<file path="config.mk">
export PLATFORM = sky130hd
export DESIGN_NAME = tensor_layout_agen
export DESIGN_NICKNAME = d
export VERILOG_FILES = /design/src/rtl/tlx_pkg.sv /design/src/rtl/tlx_offset_calc.sv /design/src/rtl/tlx_walker.sv /design/src/rtl/tensor_layout_agen.sv
export SDC_FILE = /design/constraint.sdc
export NUM_CORES = 1
export LEC_CHECK = 0
export ABC_AREA = 1
export ABC_CLOCK_PERIOD_IN_PS = 2100
export BUFFER_PORTS_ARGS = -buffer_cell sky130_fd_sc_hd__buf_2
export CORE_ASPECT_RATIO = 1.5
export CORE_MARGIN = 2
export CORE_UTILIZATION = 45
export CTS_BUF_LIST = sky130_fd_sc_hd__clkbuf_2
export DETAILED_ROUTE_END_ITERATION = 10
export PLACE_DENSITY = 0.72
export SYNTH_ARGS = -nofsm -noshare
export SYNTH_HDL_FRONTEND = slang
export SYNTH_SLANG_ARGS = --single-unit
</file>
<file path="constraint.sdc">
create_clock -name clk -period 2.1 [get_ports clk]
set_clock_uncertainty 0.1 [all_clocks]
set_input_delay 0.315 -clock clk [delete_from_list [all_inputs] [get_ports clk]]
set_output_delay 0.315 -clock clk [all_outputs]
set_load 0.01 [all_outputs]
</file>
<file path="src/rtl/tlx_pkg.sv">
package tlx_pkg;
    function automatic int max_of5(int a, int b, int c, int d, int e);
        int m;
        m = a;
        if (b > m) m = b;
        if (c > m) m = c;
        if (d > m) m = d;
        if (e > m) m = e;
        return m;
    endfunction
endpackage

</file>
<file path="src/rtl/tlx_offset_calc.sv">
module tlx_offset_calc #(
    parameter int NUM_CH = 3,
    parameter int DEPTH  = 1,
    parameter int HEIGHT = 2,
    parameter int WIDTH  = 2,
    parameter int CVEC   = 2,
    parameter int IDX_W  = 2,
    parameter int OFF_W  = 5
) (
    input  logic [IDX_W-1:0] grp_i,
    input  logic [IDX_W-1:0] lane_i,
    input  logic [IDX_W-1:0] dep_i,
    input  logic [IDX_W-1:0] row_i,
    input  logic [IDX_W-1:0] col_i,
    output logic [OFF_W-1:0] xf_off_o,
    output logic [OFF_W-1:0] log_off_o,
    output logic             pad_o
);
    localparam int LANE_LG = $clog2(CVEC);
    localparam int PLANE   = DEPTH * HEIGHT * WIDTH;
    localparam logic [OFF_W-1:0] PLANE_V = OFF_W'(PLANE);
    localparam logic [OFF_W-1:0] H_V     = OFF_W'(HEIGHT);
    localparam logic [OFF_W-1:0] W_V     = OFF_W'(WIDTH);
    localparam logic [OFF_W-1:0] CVEC_V  = OFF_W'(CVEC);
    localparam logic [OFF_W-1:0] NC_V    = OFF_W'(NUM_CH);

    generate
        if ((1 << LANE_LG) != CVEC) begin : g_bad_cvec
            $error("CVEC must be a power of two");
        end
    endgenerate

    logic [OFF_W-1:0] spatial;
    logic [OFF_W-1:0] block_idx;
    logic [OFF_W-1:0] chan;

    always_comb begin
        spatial   = (OFF_W'(dep_i) * H_V + OFF_W'(row_i)) * W_V + OFF_W'(col_i);
        block_idx = OFF_W'(grp_i) * PLANE_V + spatial;
        xf_off_o  = (block_idx << LANE_LG) | OFF_W'(lane_i);
        chan      = OFF_W'(grp_i) * CVEC_V + OFF_W'(lane_i);
        pad_o     = (chan >= NC_V);
        log_off_o = pad_o ? '0 : chan * PLANE_V + spatial;
    end
endmodule

</file>
<file path="src/rtl/tlx_walker.sv">
module tlx_walker #(
    parameter int DEPTH     = 1,
    parameter int HEIGHT    = 2,
    parameter int WIDTH     = 2,
    parameter int CVEC      = 2,
    parameter int NGROUP    = 2,
    parameter int IDX_W     = 2,
    parameter int OFF_W     = 5,
    parameter int LOG_TOTAL = 12,
    parameter int XF_TOTAL  = 16
) (
    input  logic             clk,
    input  logic             rst,
    input  logic             start_i,
    input  logic             fill_i,
    input  logic             adv_i,
    output logic             busy_o,
    output logic             fill_o,
    output logic [IDX_W-1:0] grp_o,
    output logic [IDX_W-1:0] lane_o,
    output logic [IDX_W-1:0] dep_o,
    output logic [IDX_W-1:0] row_o,
    output logic [IDX_W-1:0] col_o,
    output logic [OFF_W-1:0] seq_o,
    output logic             last_o
);
    localparam logic [IDX_W-1:0] W_LIM = IDX_W'(WIDTH - 1);
    localparam logic [IDX_W-1:0] H_LIM = IDX_W'(HEIGHT - 1);
    localparam logic [IDX_W-1:0] D_LIM = IDX_W'(DEPTH - 1);
    localparam logic [IDX_W-1:0] L_LIM = IDX_W'(CVEC - 1);
    localparam logic [IDX_W-1:0] G_LIM = IDX_W'(NGROUP - 1);
    localparam logic [OFF_W-1:0] MAP_END  = OFF_W'(LOG_TOTAL - 1);
    localparam logic [OFF_W-1:0] FILL_END = OFF_W'(XF_TOTAL - 1);

    typedef struct packed {
        logic             busy;
        logic             fill;
        logic [IDX_W-1:0] grp;
        logic [IDX_W-1:0] lane;
        logic [IDX_W-1:0] dep;
        logic [IDX_W-1:0] row;
        logic [IDX_W-1:0] col;
        logic [OFF_W-1:0] seq;
    } walk_t;

    walk_t st_d, st_q;

    // {carry_out, next_value} for one digit of the nested counter
    function automatic logic [IDX_W:0] step(logic [IDX_W-1:0] v,
                                            logic [IDX_W-1:0] lim,
                                            logic ci);
        if (!ci)      return {1'b0, v};
        if (v == lim) return {1'b1, {IDX_W{1'b0}}};
        return {1'b0, v + 1'b1};
    endfunction

    logic [IDX_W:0] s_col, s_row, s_dep, s_lane, s_grp;
    logic           last;

    assign last = st_q.fill ? (st_q.seq == FILL_END) : (st_q.seq == MAP_END);

    always_comb begin
        st_d   = st_q;
        s_col  = '0;
        s_row  = '0;
        s_dep  = '0;
        s_lane = '0;
        s_grp  = '0;
        if (!st_q.busy) begin
            if (start_i) begin
                st_d      = '0;
                st_d.busy = 1'b1;
                st_d.fill = fill_i;
            end
        end else if (adv_i) begin
            if (last) begin
                st_d = '0;
            end else begin
                st_d.seq = st_q.seq + 1'b1;
                if (st_q.fill) begin
                    // lane innermost, then column, row, depth, group
                    s_lane = step(st_q.lane, L_LIM, 1'b1);
                    s_col  = step(st_q.col,  W_LIM, s_lane[IDX_W]);
                    s_row  = step(st_q.row,  H_LIM, s_col[IDX_W]);
                    s_dep  = step(st_q.dep,  D_LIM, s_row[IDX_W]);
                    s_grp  = step(st_q.grp,  G_LIM, s_dep[IDX_W]);
                end else begin
                    // column innermost, then row, depth, channel
                    s_col  = step(st_q.col,  W_LIM, 1'b1);
                    s_row  = step(st_q.row,  H_LIM, s_col[IDX_W]);
                    s_dep  = step(st_q.dep,  D_LIM, s_row[IDX_W]);
                    s_lane = step(st_q.lane, L_LIM, s_dep[IDX_W]);
                    s_grp  = step(st_q.grp,  G_LIM, s_lane[IDX_W]);
                end
                st_d.col  = s_col[IDX_W-1:0];
                st_d.row  = s_row[IDX_W-1:0];
                st_d.dep  = s_dep[IDX_W-1:0];
                st_d.lane = s_lane[IDX_W-1:0];
                st_d.grp  = s_grp[IDX_W-1:0];
            end
        end
    end

    always_ff @(posedge clk) begin
        if (rst) st_q <= '0;
        else     st_q <= st_d;
    end

    assign busy_o = st_q.busy;
    assign fill_o = st_q.fill;
    assign grp_o  = st_q.grp;
    assign lane_o = st_q.lane;
    assign dep_o  = st_q.dep;
    assign row_o  = st_q.row;
    assign col_o  = st_q.col;
    assign seq_o  = st_q.seq;
    assign last_o = st_q.busy & last;

    // an accepted, non-final element moves the count forward by exactly one
    p_seq_step_r6: assert property (@(posedge clk) disable iff (rst)
        st_q.busy && adv_i && !last |=> st_q.seq == OFF_W'($past(st_q.seq) + 1'b1));

    // without a handshake the walk does not move
    p_stall_hold_r6: assert property (@(posedge clk) disable iff (rst)
        st_q.busy && !adv_i |=> $stable(st_q));

    // a start pulse mid-walk leaves the mode untouched
    p_start_ignored_r9: assert property (@(posedge clk) disable iff (rst)
        st_q.busy && start_i && !(adv_i && last) |=> st_q.busy && st_q.fill == $past(st_q.fill));
endmodule

</file>
<file path="src/rtl/tensor_layout_agen.sv">
module tensor_layout_agen #(
    parameter int NUM_CH = 3,
    parameter int DEPTH  = 1,
    parameter int HEIGHT = 2,
    parameter int WIDTH  = 2,
    parameter int CVEC   = 2,
    localparam int NGROUP    = (NUM_CH + CVEC - 1) / CVEC,
    localparam int PLANE     = DEPTH * HEIGHT * WIDTH,
    localparam int LOG_TOTAL = NUM_CH * PLANE,
    localparam int XF_TOTAL  = NGROUP * PLANE * CVEC,
    localparam int MAXD      = tlx_pkg::max_of5(DEPTH, HEIGHT, WIDTH, CVEC, NGROUP),
    localparam int IDX_W     = $clog2(MAXD + 1),
    localparam int OFF_W     = $clog2(XF_TOTAL + 1)
) (
    input  logic             clk,
    input  logic             rst,
    input  logic             start_i,
    input  logic             fill_mode_i,
    input  logic             out_ready_i,
    output logic             out_valid_o,
    output logic [IDX_W-1:0] grp_o,
    output logic [IDX_W-1:0] lane_o,
    output logic [IDX_W-1:0] dep_o,
    output logic [IDX_W-1:0] row_o,
    output logic [IDX_W-1:0] col_o,
    output logic [OFF_W-1:0] xf_off_o,
    output logic [OFF_W-1:0] log_off_o,
    output logic             pad_o,
    output logic             done_o
);
    localparam logic [IDX_W-1:0] CVEC_V   = IDX_W'(CVEC);
    localparam logic [IDX_W-1:0] NGROUP_V = IDX_W'(NGROUP);

    logic             busy, fill, last;
    logic [OFF_W-1:0] seq;

    tlx_walker #(
        .DEPTH(DEPTH), .HEIGHT(HEIGHT), .WIDTH(WIDTH), .CVEC(CVEC),
        .NGROUP(NGROUP), .IDX_W(IDX_W), .OFF_W(OFF_W),
        .LOG_TOTAL(LOG_TOTAL), .XF_TOTAL(XF_TOTAL)
    ) u_walk (
        .clk(clk), .rst(rst), .start_i(start_i), .fill_i(fill_mode_i),
        .adv_i(out_valid_o & out_ready_i),
        .busy_o(busy), .fill_o(fill),
        .grp_o(grp_o), .lane_o(lane_o), .dep_o(dep_o), .row_o(row_o), .col_o(col_o),
        .seq_o(seq), .last_o(last)
    );

    tlx_offset_calc #(
        .NUM_CH(NUM_CH), .DEPTH(DEPTH), .HEIGHT(HEIGHT), .WIDTH(WIDTH),
        .CVEC(CVEC), .IDX_W(IDX_W), .OFF_W(OFF_W)
    ) u_calc (
        .grp_i(grp_o), .lane_i(lane_o), .dep_i(dep_o), .row_i(row_o), .col_i(col_o),
        .xf_off_o(xf_off_o), .log_off_o(log_off_o), .pad_o(pad_o)
    );

    assign out_valid_o = busy;
    assign done_o      = last;

    // map-mode source offset agrees with the count of accepted elements
    p_map_logseq_r1: assert property (@(posedge clk) disable iff (rst)
        out_valid_o && !fill |-> log_off_o == seq);

    // fill-mode transformed offset agrees with the count of accepted elements
    p_fill_xfseq_r4: assert property (@(posedge clk) disable iff (rst)
        out_valid_o && fill |-> xf_off_o == seq);

    // lane and group stay inside their ranges
    p_lane_range_r2: assert property (@(posedge clk) disable iff (rst)
        out_valid_o |-> (lane_o < CVEC_V) && (grp_o < NGROUP_V));

    // a source walk never lands on padding; padding carries a zero source offset
    p_map_nopad_r5: assert property (@(posedge clk) disable iff (rst)
        out_valid_o && !fill |-> !pad_o);
    p_pad_zero_r5: assert property (@(posedge clk) disable iff (rst)
        out_valid_o && pad_o |-> log_off_o == '0);

    // outputs hold while the consumer stalls
    p_hold_stall_r6: assert property (@(posedge clk) disable iff (rst)
        out_valid_o && !out_ready_i |=> out_valid_o && $stable(xf_off_o) && $stable(log_off_o) && $stable(pad_o));

    // accepting the final element ends the walk
    p_done_end_r7: assert property (@(posedge clk) disable iff (rst)
        done_o && out_ready_i |=> !out_valid_o);
endmodule

</file>
==> flow_metrics.env, run 1 <==
export IMPL_status="complete, but fails checks"
export IMPL_violations="setup timing"
export IMPL_fmax_ghz=0.408
export IMPL_path_clk_slew_ns=0.17
export IMPL_seq_area_um2=344
export IMPL_ys_warn_count=0
export IMPL_synthToLayoutAreaGrowth_pct=31.2
export IMPL_finalSetupTns_ns=-0.988
export IMPL_worstPathArrival_ns=2.03
export IMPL_whs_path_depth=3
export IMPL_grt_usage_pct=19.6
export IMPL_vias=1149
export IMPL_grt_pass1_vias=1122
export IMPL_numCtsBuffers=3
export IMPL_startpoint_type="register"
export IMPL_drc_errors=0
export IMPL_drive_gt1_share_pct=33.2
export IMPL_path_cells="ha_4 > ha_4 > ha_4 > inv_2 > fa_2 > nand2_1 > nand2_1 > nor2_2 > buf_2"
export IMPL_port_buffers=27
export IMPL_min_period_over_period_pct=117
export IMPL_start_util_pct=46.7
export IMPL_clock_path_buffers=2
export IMPL_synth_seq_area_share_pct=30.1
export IMPL_cellPowerDensity_nw_per_um2=410
export IMPL_post_place_cells=224
export IMPL_cts_tree="built"
export IMPL_grt_pass1_wl_um=4410
export IMPL_clkLatencyLatePin_ns=0.29
export IMPL_relSlewSlack_pct=79.1
export IMPL_ant_nets=0
export IMPL_r2r_start="u_walk.seq_o[0]"
export IMPL_tightestPinTransition_ns=0.313
export IMPL_die_h_um=65.4
export IMPL_grt_ovfl_total=0
export IMPL_dp_hpwl_um=2120
export IMPL_setup_violations_final=4
export IMPL_syn_avg_cell_area_um2=6.81
export IMPL_crit_type="register to primary output"
export IMPL_setup_worst_path_end_class="primary output"
export IMPL_drt_total_wl_um=2650
export IMPL_p_leak_nw=0.692
export IMPL_final_area_um2=1480
export IMPL_crit_end="log_off_o[4]"
export IMPL_crit_top_cell="ha_4"
export IMPL_placed_area_um2=1370
export IMPL_slew_violations=0
export IMPL_multi_input_area_um2=764
export IMPL_synth_area_leaders="dfxtp_1 (30%), nand2_1 (15%), ha_1 (12%), inv_1 (8.0%), a21oi_1 (6.2%)"
export IMPL_synth_net_count=183
export IMPL_synthDominantCellAreaShare_pct=30.1
export IMPL_synth_area_um2=1130
export IMPL_min_path_type="primary input to register"
export IMPL_die_area_um2=2940
export IMPL_final_hold_violation_count=0
export IMPL_critPathSlowestCell="dfxtp_2"
export IMPL_path_max_fanout=2
export IMPL_grt_max_degree=11
export IMPL_cp_required_ns=1.68
export IMPL_place_gp_congestion=0.758
export IMPL_viasPerCell=5.02
export IMPL_layout_common_cells="nand2_1 (44), buf_2 (26), inv_1 (22)"
export IMPL_antenna_found_initial=0
export IMPL_fin_nets=223
export IMPL_drtIter0Drc=19
export IMPL_synthCells=166
export IMPL_rsz0062_at_grt="true"
export IMPL_min_period_ns=2.45
export IMPL_synth_top_area_cell="dfxtp_1"
export IMPL_cpPeakStageDelay_ns=0.37
export IMPL_cts_root_buf="clkbuf_2"
export IMPL_avgRoutedWirePerCell_um=11.6
export IMPL_critPathLaunch="u_walk.row_o[1]"
export IMPL_dieWidth_um=44.9
export IMPL_ir_drop_mv=0.314
export IMPL_cts_num_sinks=17
export IMPL_setup_slack_ns=-0.349
export IMPL_nFillCells=239
export IMPL_drv_cap=0
export IMPL_core_area_um2=2420
export IMPL_worstRegToRegCells=7
export IMPL_place_ws_ns=-0.0969
export IMPL_regToRegSetupSlack_ns=0.48
export IMPL_placementRows=22
export IMPL_htreeDepth=1
export IMPL_io_pins=28
export IMPL_synth_cell_types=23
export IMPL_final_cells=229
export IMPL_final_common_cell="nand2_1"
export IMPL_r2r_end="u_walk.lane_o[0]"
export IMPL_diodes=0
export IMPL_detail_route_first_pass_iterations=4
export IMPL_synth_seq_cells=17
export IMPL_p_total_mw=0.609
==> per-stage QoR <==
stage	hold slack (ns)	utilization, %
after global routing	0.156	61.3
final	0.164	61.3
after detailed placement	0.368	56.5
after floorplan	0.347	-
after global placement	0.369	56.5
after CTS	0.156	60.0
==> critical path: cells and delay by family (launching register included) <==
| kind | cells | cell delay [ns] |
|---|---|---|
| adder cells (fa/ha/maj) | 4 | 0.98 |
| flip-flops | 1 | 0.37 |
| buffers and inverters | 2 | 0.16 |
| AND/OR/NAND/NOR | 3 | 0.23 |
==> power breakdown <==
group | leakage (nW) | switching [mW] | internal, mW
clock | 0.0166 | 0.107 | 0.0505
sequential | 0.140 | 0.00863 | 0.332
combinational | 0.536 | 0.0690 | 0.0420
total | 0.692 | 0.185 | 0.424
==> Yosys cell counts <==
master and number:
a21oi_2 1, nand3_1 11, o211ai_1 1, o21ai_1 1, nand2_2 2, clkbuf_1 1
nor2_1 17, nand2_1 44, buf_4 1, fa_1 1, dfxtp_1 17, inv_2 2
buf_6 1, nand3_2 1, nand3b_1 1, xor2_1 2, a21oi_1 14, ha_1 11
nor2_2 2, nand4_1 3, o21ai_0 3, xnor2_1 5, inv_1 24
==> sequential cells by signal (all words and copies together) (netlist names) <==
signal,count
u_walk.seq_o,5
u_walk.grp_o,2
u_walk.row_o,2
u_walk.col_o,2
u_walk.fill_o,1
u_walk.busy_o,1
u_walk.dep_o,2
u_walk.lane_o,2
==> worst min path at each step <==
stage | slack [ns] | startpoint | endpoint
after floorplan | 0.35 | u_walk.seq_o[0] | u_walk.seq_o[0]
after global placement | 0.37 | u_walk.seq_o[0] | u_walk.seq_o[0]
after detailed placement | 0.37 | u_walk.seq_o[0] | u_walk.seq_o[0]
after CTS | 0.16 | start_i | u_walk.busy_o
after global routing | 0.16 | start_i | u_walk.busy_o
final | 0.16 | start_i | u_walk.busy_o
==> logic make-up after synthesis <==
group	count (synthesis)	synth area share, %
AO/OA/AOI/OAI	20	9.40
buffers and inverters	29	10.6
XOR/XNOR	7	5.42
flip-flops	17	30.1
AND/OR/NAND/NOR	81	30.5
adder cells (fa/ha/maj)	12	13.9
==> timing repair <==
| item | CTS | global route |
|---|---|---|
| hold buffers | 0 | 0 |
| pin swaps | 4 | 2 |
| setup buffers | 0 | 1 |
| gates resized for setup | 11 | 6 |
| endpoints found under the setup margin | 5 | 8 |
==> per-layer routing <==
metal,track usage [%],part of all wire (%)
met5,0,0
met4,7.35,1.4
met3,1.65,3.1
met2,37.7,56
met1,20.5,39
==> layout make-up <==
type | count | area share [%]
clock buffer | 4 | 1.35
inverter | 26 | 6.58
multi-input combinational | 120 | 51.5
sequential | 17 | 23.2
tap | 24 | 2.02
timing repair buffer | 38 | 15.3
Power figures use the tool's default switching activity.
==> run 2, diff against run 1 <==
- CORE_UTILIZATION: 45 -> 49
- PLACE_DENSITY: 0.72 -> 0.77
==> flow_metrics.env, run 2 (synthesis results as in run 1) <==
export IMPL_status="complete, but fails checks"
export IMPL_violations="setup timing"
export IMPL_vias=1164
export IMPL_m1WireLength_um=1030
export IMPL_p_leak_nw=0.685
export IMPL_io_pins=28
export IMPL_setup_violations_final=5
export IMPL_cellPowerDensity_nw_per_um2=414
export IMPL_final_area_um2=1470
export IMPL_grt_pass1_vias=1097
export IMPL_largest_reg_flops=5
export IMPL_placementRows=21
export IMPL_antenna_found_initial=0
export IMPL_rsz0062_at_grt="true"
export IMPL_wl_met2_um=1580
export IMPL_grt_pass1_wl_um=4370
export IMPL_min_path_type="primary input to register"
export IMPL_clock_path_buffers=2
export IMPL_r2r_end="u_walk.grp_o[1]"
export IMPL_die_area_um2=2720
export IMPL_multi_input_area_um2=758
export IMPL_r2r_start="u_walk.seq_o[0]"
export IMPL_drive_gt1_share_pct=31.4
export IMPL_regToRegSetupSlack_ns=0.33
export IMPL_drt_total_wl_um=2730
export IMPL_slew_violations=0
export IMPL_relSlewSlack_pct=66.3
export IMPL_cts_tree="built"
export IMPL_final_hold_violation_count=0
export IMPL_cts_root_buf="clkbuf_2"
export IMPL_worstPathArrival_ns=2.05
export IMPL_setup_worst_path_end_class="primary output"
export IMPL_path_max_fanout=2
export IMPL_placed_area_um2=1360
export IMPL_die_h_um=62.8
export IMPL_min_period_over_period_pct=117
export IMPL_dr_wl_met3_um=78
export IMPL_grt_ovfl_total=0
export IMPL_place_ws_ns=-0.121
export IMPL_seq_area_um2=343
export IMPL_detail_route_first_pass_iterations=4
export IMPL_avgRoutedWirePerCell_um=12.0
export IMPL_p_total_mw=0.608
export IMPL_ant_nets=0
export IMPL_nFillCells=191
export IMPL_min_from="start_i"
export IMPL_drtIter0Drc=25
export IMPL_crit_type="register to primary output"
export IMPL_min_period_ns=2.47
export IMPL_htreeDepth=1
export IMPL_ir_drop_mv=0.358
export IMPL_synthToLayoutAreaGrowth_pct=29.8
export IMPL_cts_num_sinks=17
export IMPL_start_util_pct=51.2
export IMPL_drv_cap=0
export IMPL_grt_max_degree=12
export IMPL_core_area_um2=2210
export IMPL_viasPerCell=5.13
export IMPL_dp_hpwl_um=2150
export IMPL_critPathLaunch="u_walk.dep_o[0]"
export IMPL_port_buffers=27
export IMPL_setup_slack_ns=-0.366
export IMPL_fmax_ghz=0.405
export IMPL_tightestPinTransition_ns=0.506
export IMPL_highest_layer="met4"
export IMPL_place_gp_congestion=0.757
export IMPL_final_common_cell="nand2_1"
export IMPL_layout_common_cells="nand2_1 (44), buf_2 (26), inv_1 (22)"
export IMPL_grt_usage_pct=20.3
export IMPL_fin_nets=222
export IMPL_startpoint_type="register"
export IMPL_whs_endpoint="u_walk.busy_o"
export IMPL_path_clk_slew_ns=0.16
export IMPL_diodes=0
export IMPL_numCtsBuffers=3
export IMPL_whs_path_depth=3
export IMPL_clkLatencyLatePin_ns=0.31
export IMPL_worstRegToRegCells=8
export IMPL_drc_errors=0
export IMPL_cp_required_ns=1.68
export IMPL_dieWidth_um=43.2
run 2: cell types whose count changed in the layout (fill, tap and decap cells not counted), sizes merged:
cell and change:
buf -1
run 2: critical path, stage by stage (launching register included):
cell and delay, ns:
dfxtp_2 0.37, ha_4 0.25, ha_4 0.28, ha_4 0.12, inv_2 0.03, fa_2 0.52, nor2_2 0.04, buf_2 0.14
run 2: timing repair:
action,4_1_cts,5_1_grt
hold buffers,0,0
pin swaps,2,5
setup buffers,0,1
setup endpoints to repair,5,7
endpoints found under the hold margin,0,0
gates resized for setup,10,4
run 2: cell type report:
cell class                 instances  area share, %
clock buffer                       4           1.36
sequential                        17           23.4
inverter                          26           6.65
timing repair buffer              37           15.0
tap                               23           1.96
multi-input combinational        120           51.7
run 2: per-stage QoR:
| step | instances | hold slack [ns] | utilization (%) | setup TNS, ns |
|---|---|---|---|---|
| global route | 227 | 0.180 | 66.5 | -1.39 |
| floorplan | 166 | 0.347 | - | 0 |
| finish | 227 | 0.157 | 66.5 | -1.10 |
| CTS | 226 | 0.163 | 65.6 | -0.951 |
| global placement | 222 | 0.370 | 61.6 | -0.0506 |
| detailed placement | 222 | 0.386 | 61.6 | -0.165 |
run 2: how the worst max path moves through the flow:
stage	end	cells after the start	slack, ns
after floorplan	log_off_o[4]	8	0.01
after global placement	log_off_o[4]	9	-0.03
after detailed placement	log_off_o[4]	9	-0.12
after CTS	log_off_o[4]	9	-0.38
after global routing	log_off_o[4]	9	-0.43
final	log_off_o[3]	7	-0.37
run 2: routing by layer:
| metal | track usage, % | vias up |
|---|---|---|
| met5 | 0 | - |
| met4 | 6.82 | 0 |
| met3 | 1.73 | 5 |
| met2 | 39.4 | 24 |
| met1 | 21.6 | 535 |
| li1 | - | 600 |
run 2: power breakdown:
part           switching (mW)  internal, mW  total (mW)
Combinational          0.0693        0.0412       0.111
Sequential            0.00894         0.332       0.341
Clock                   0.106        0.0505       0.157
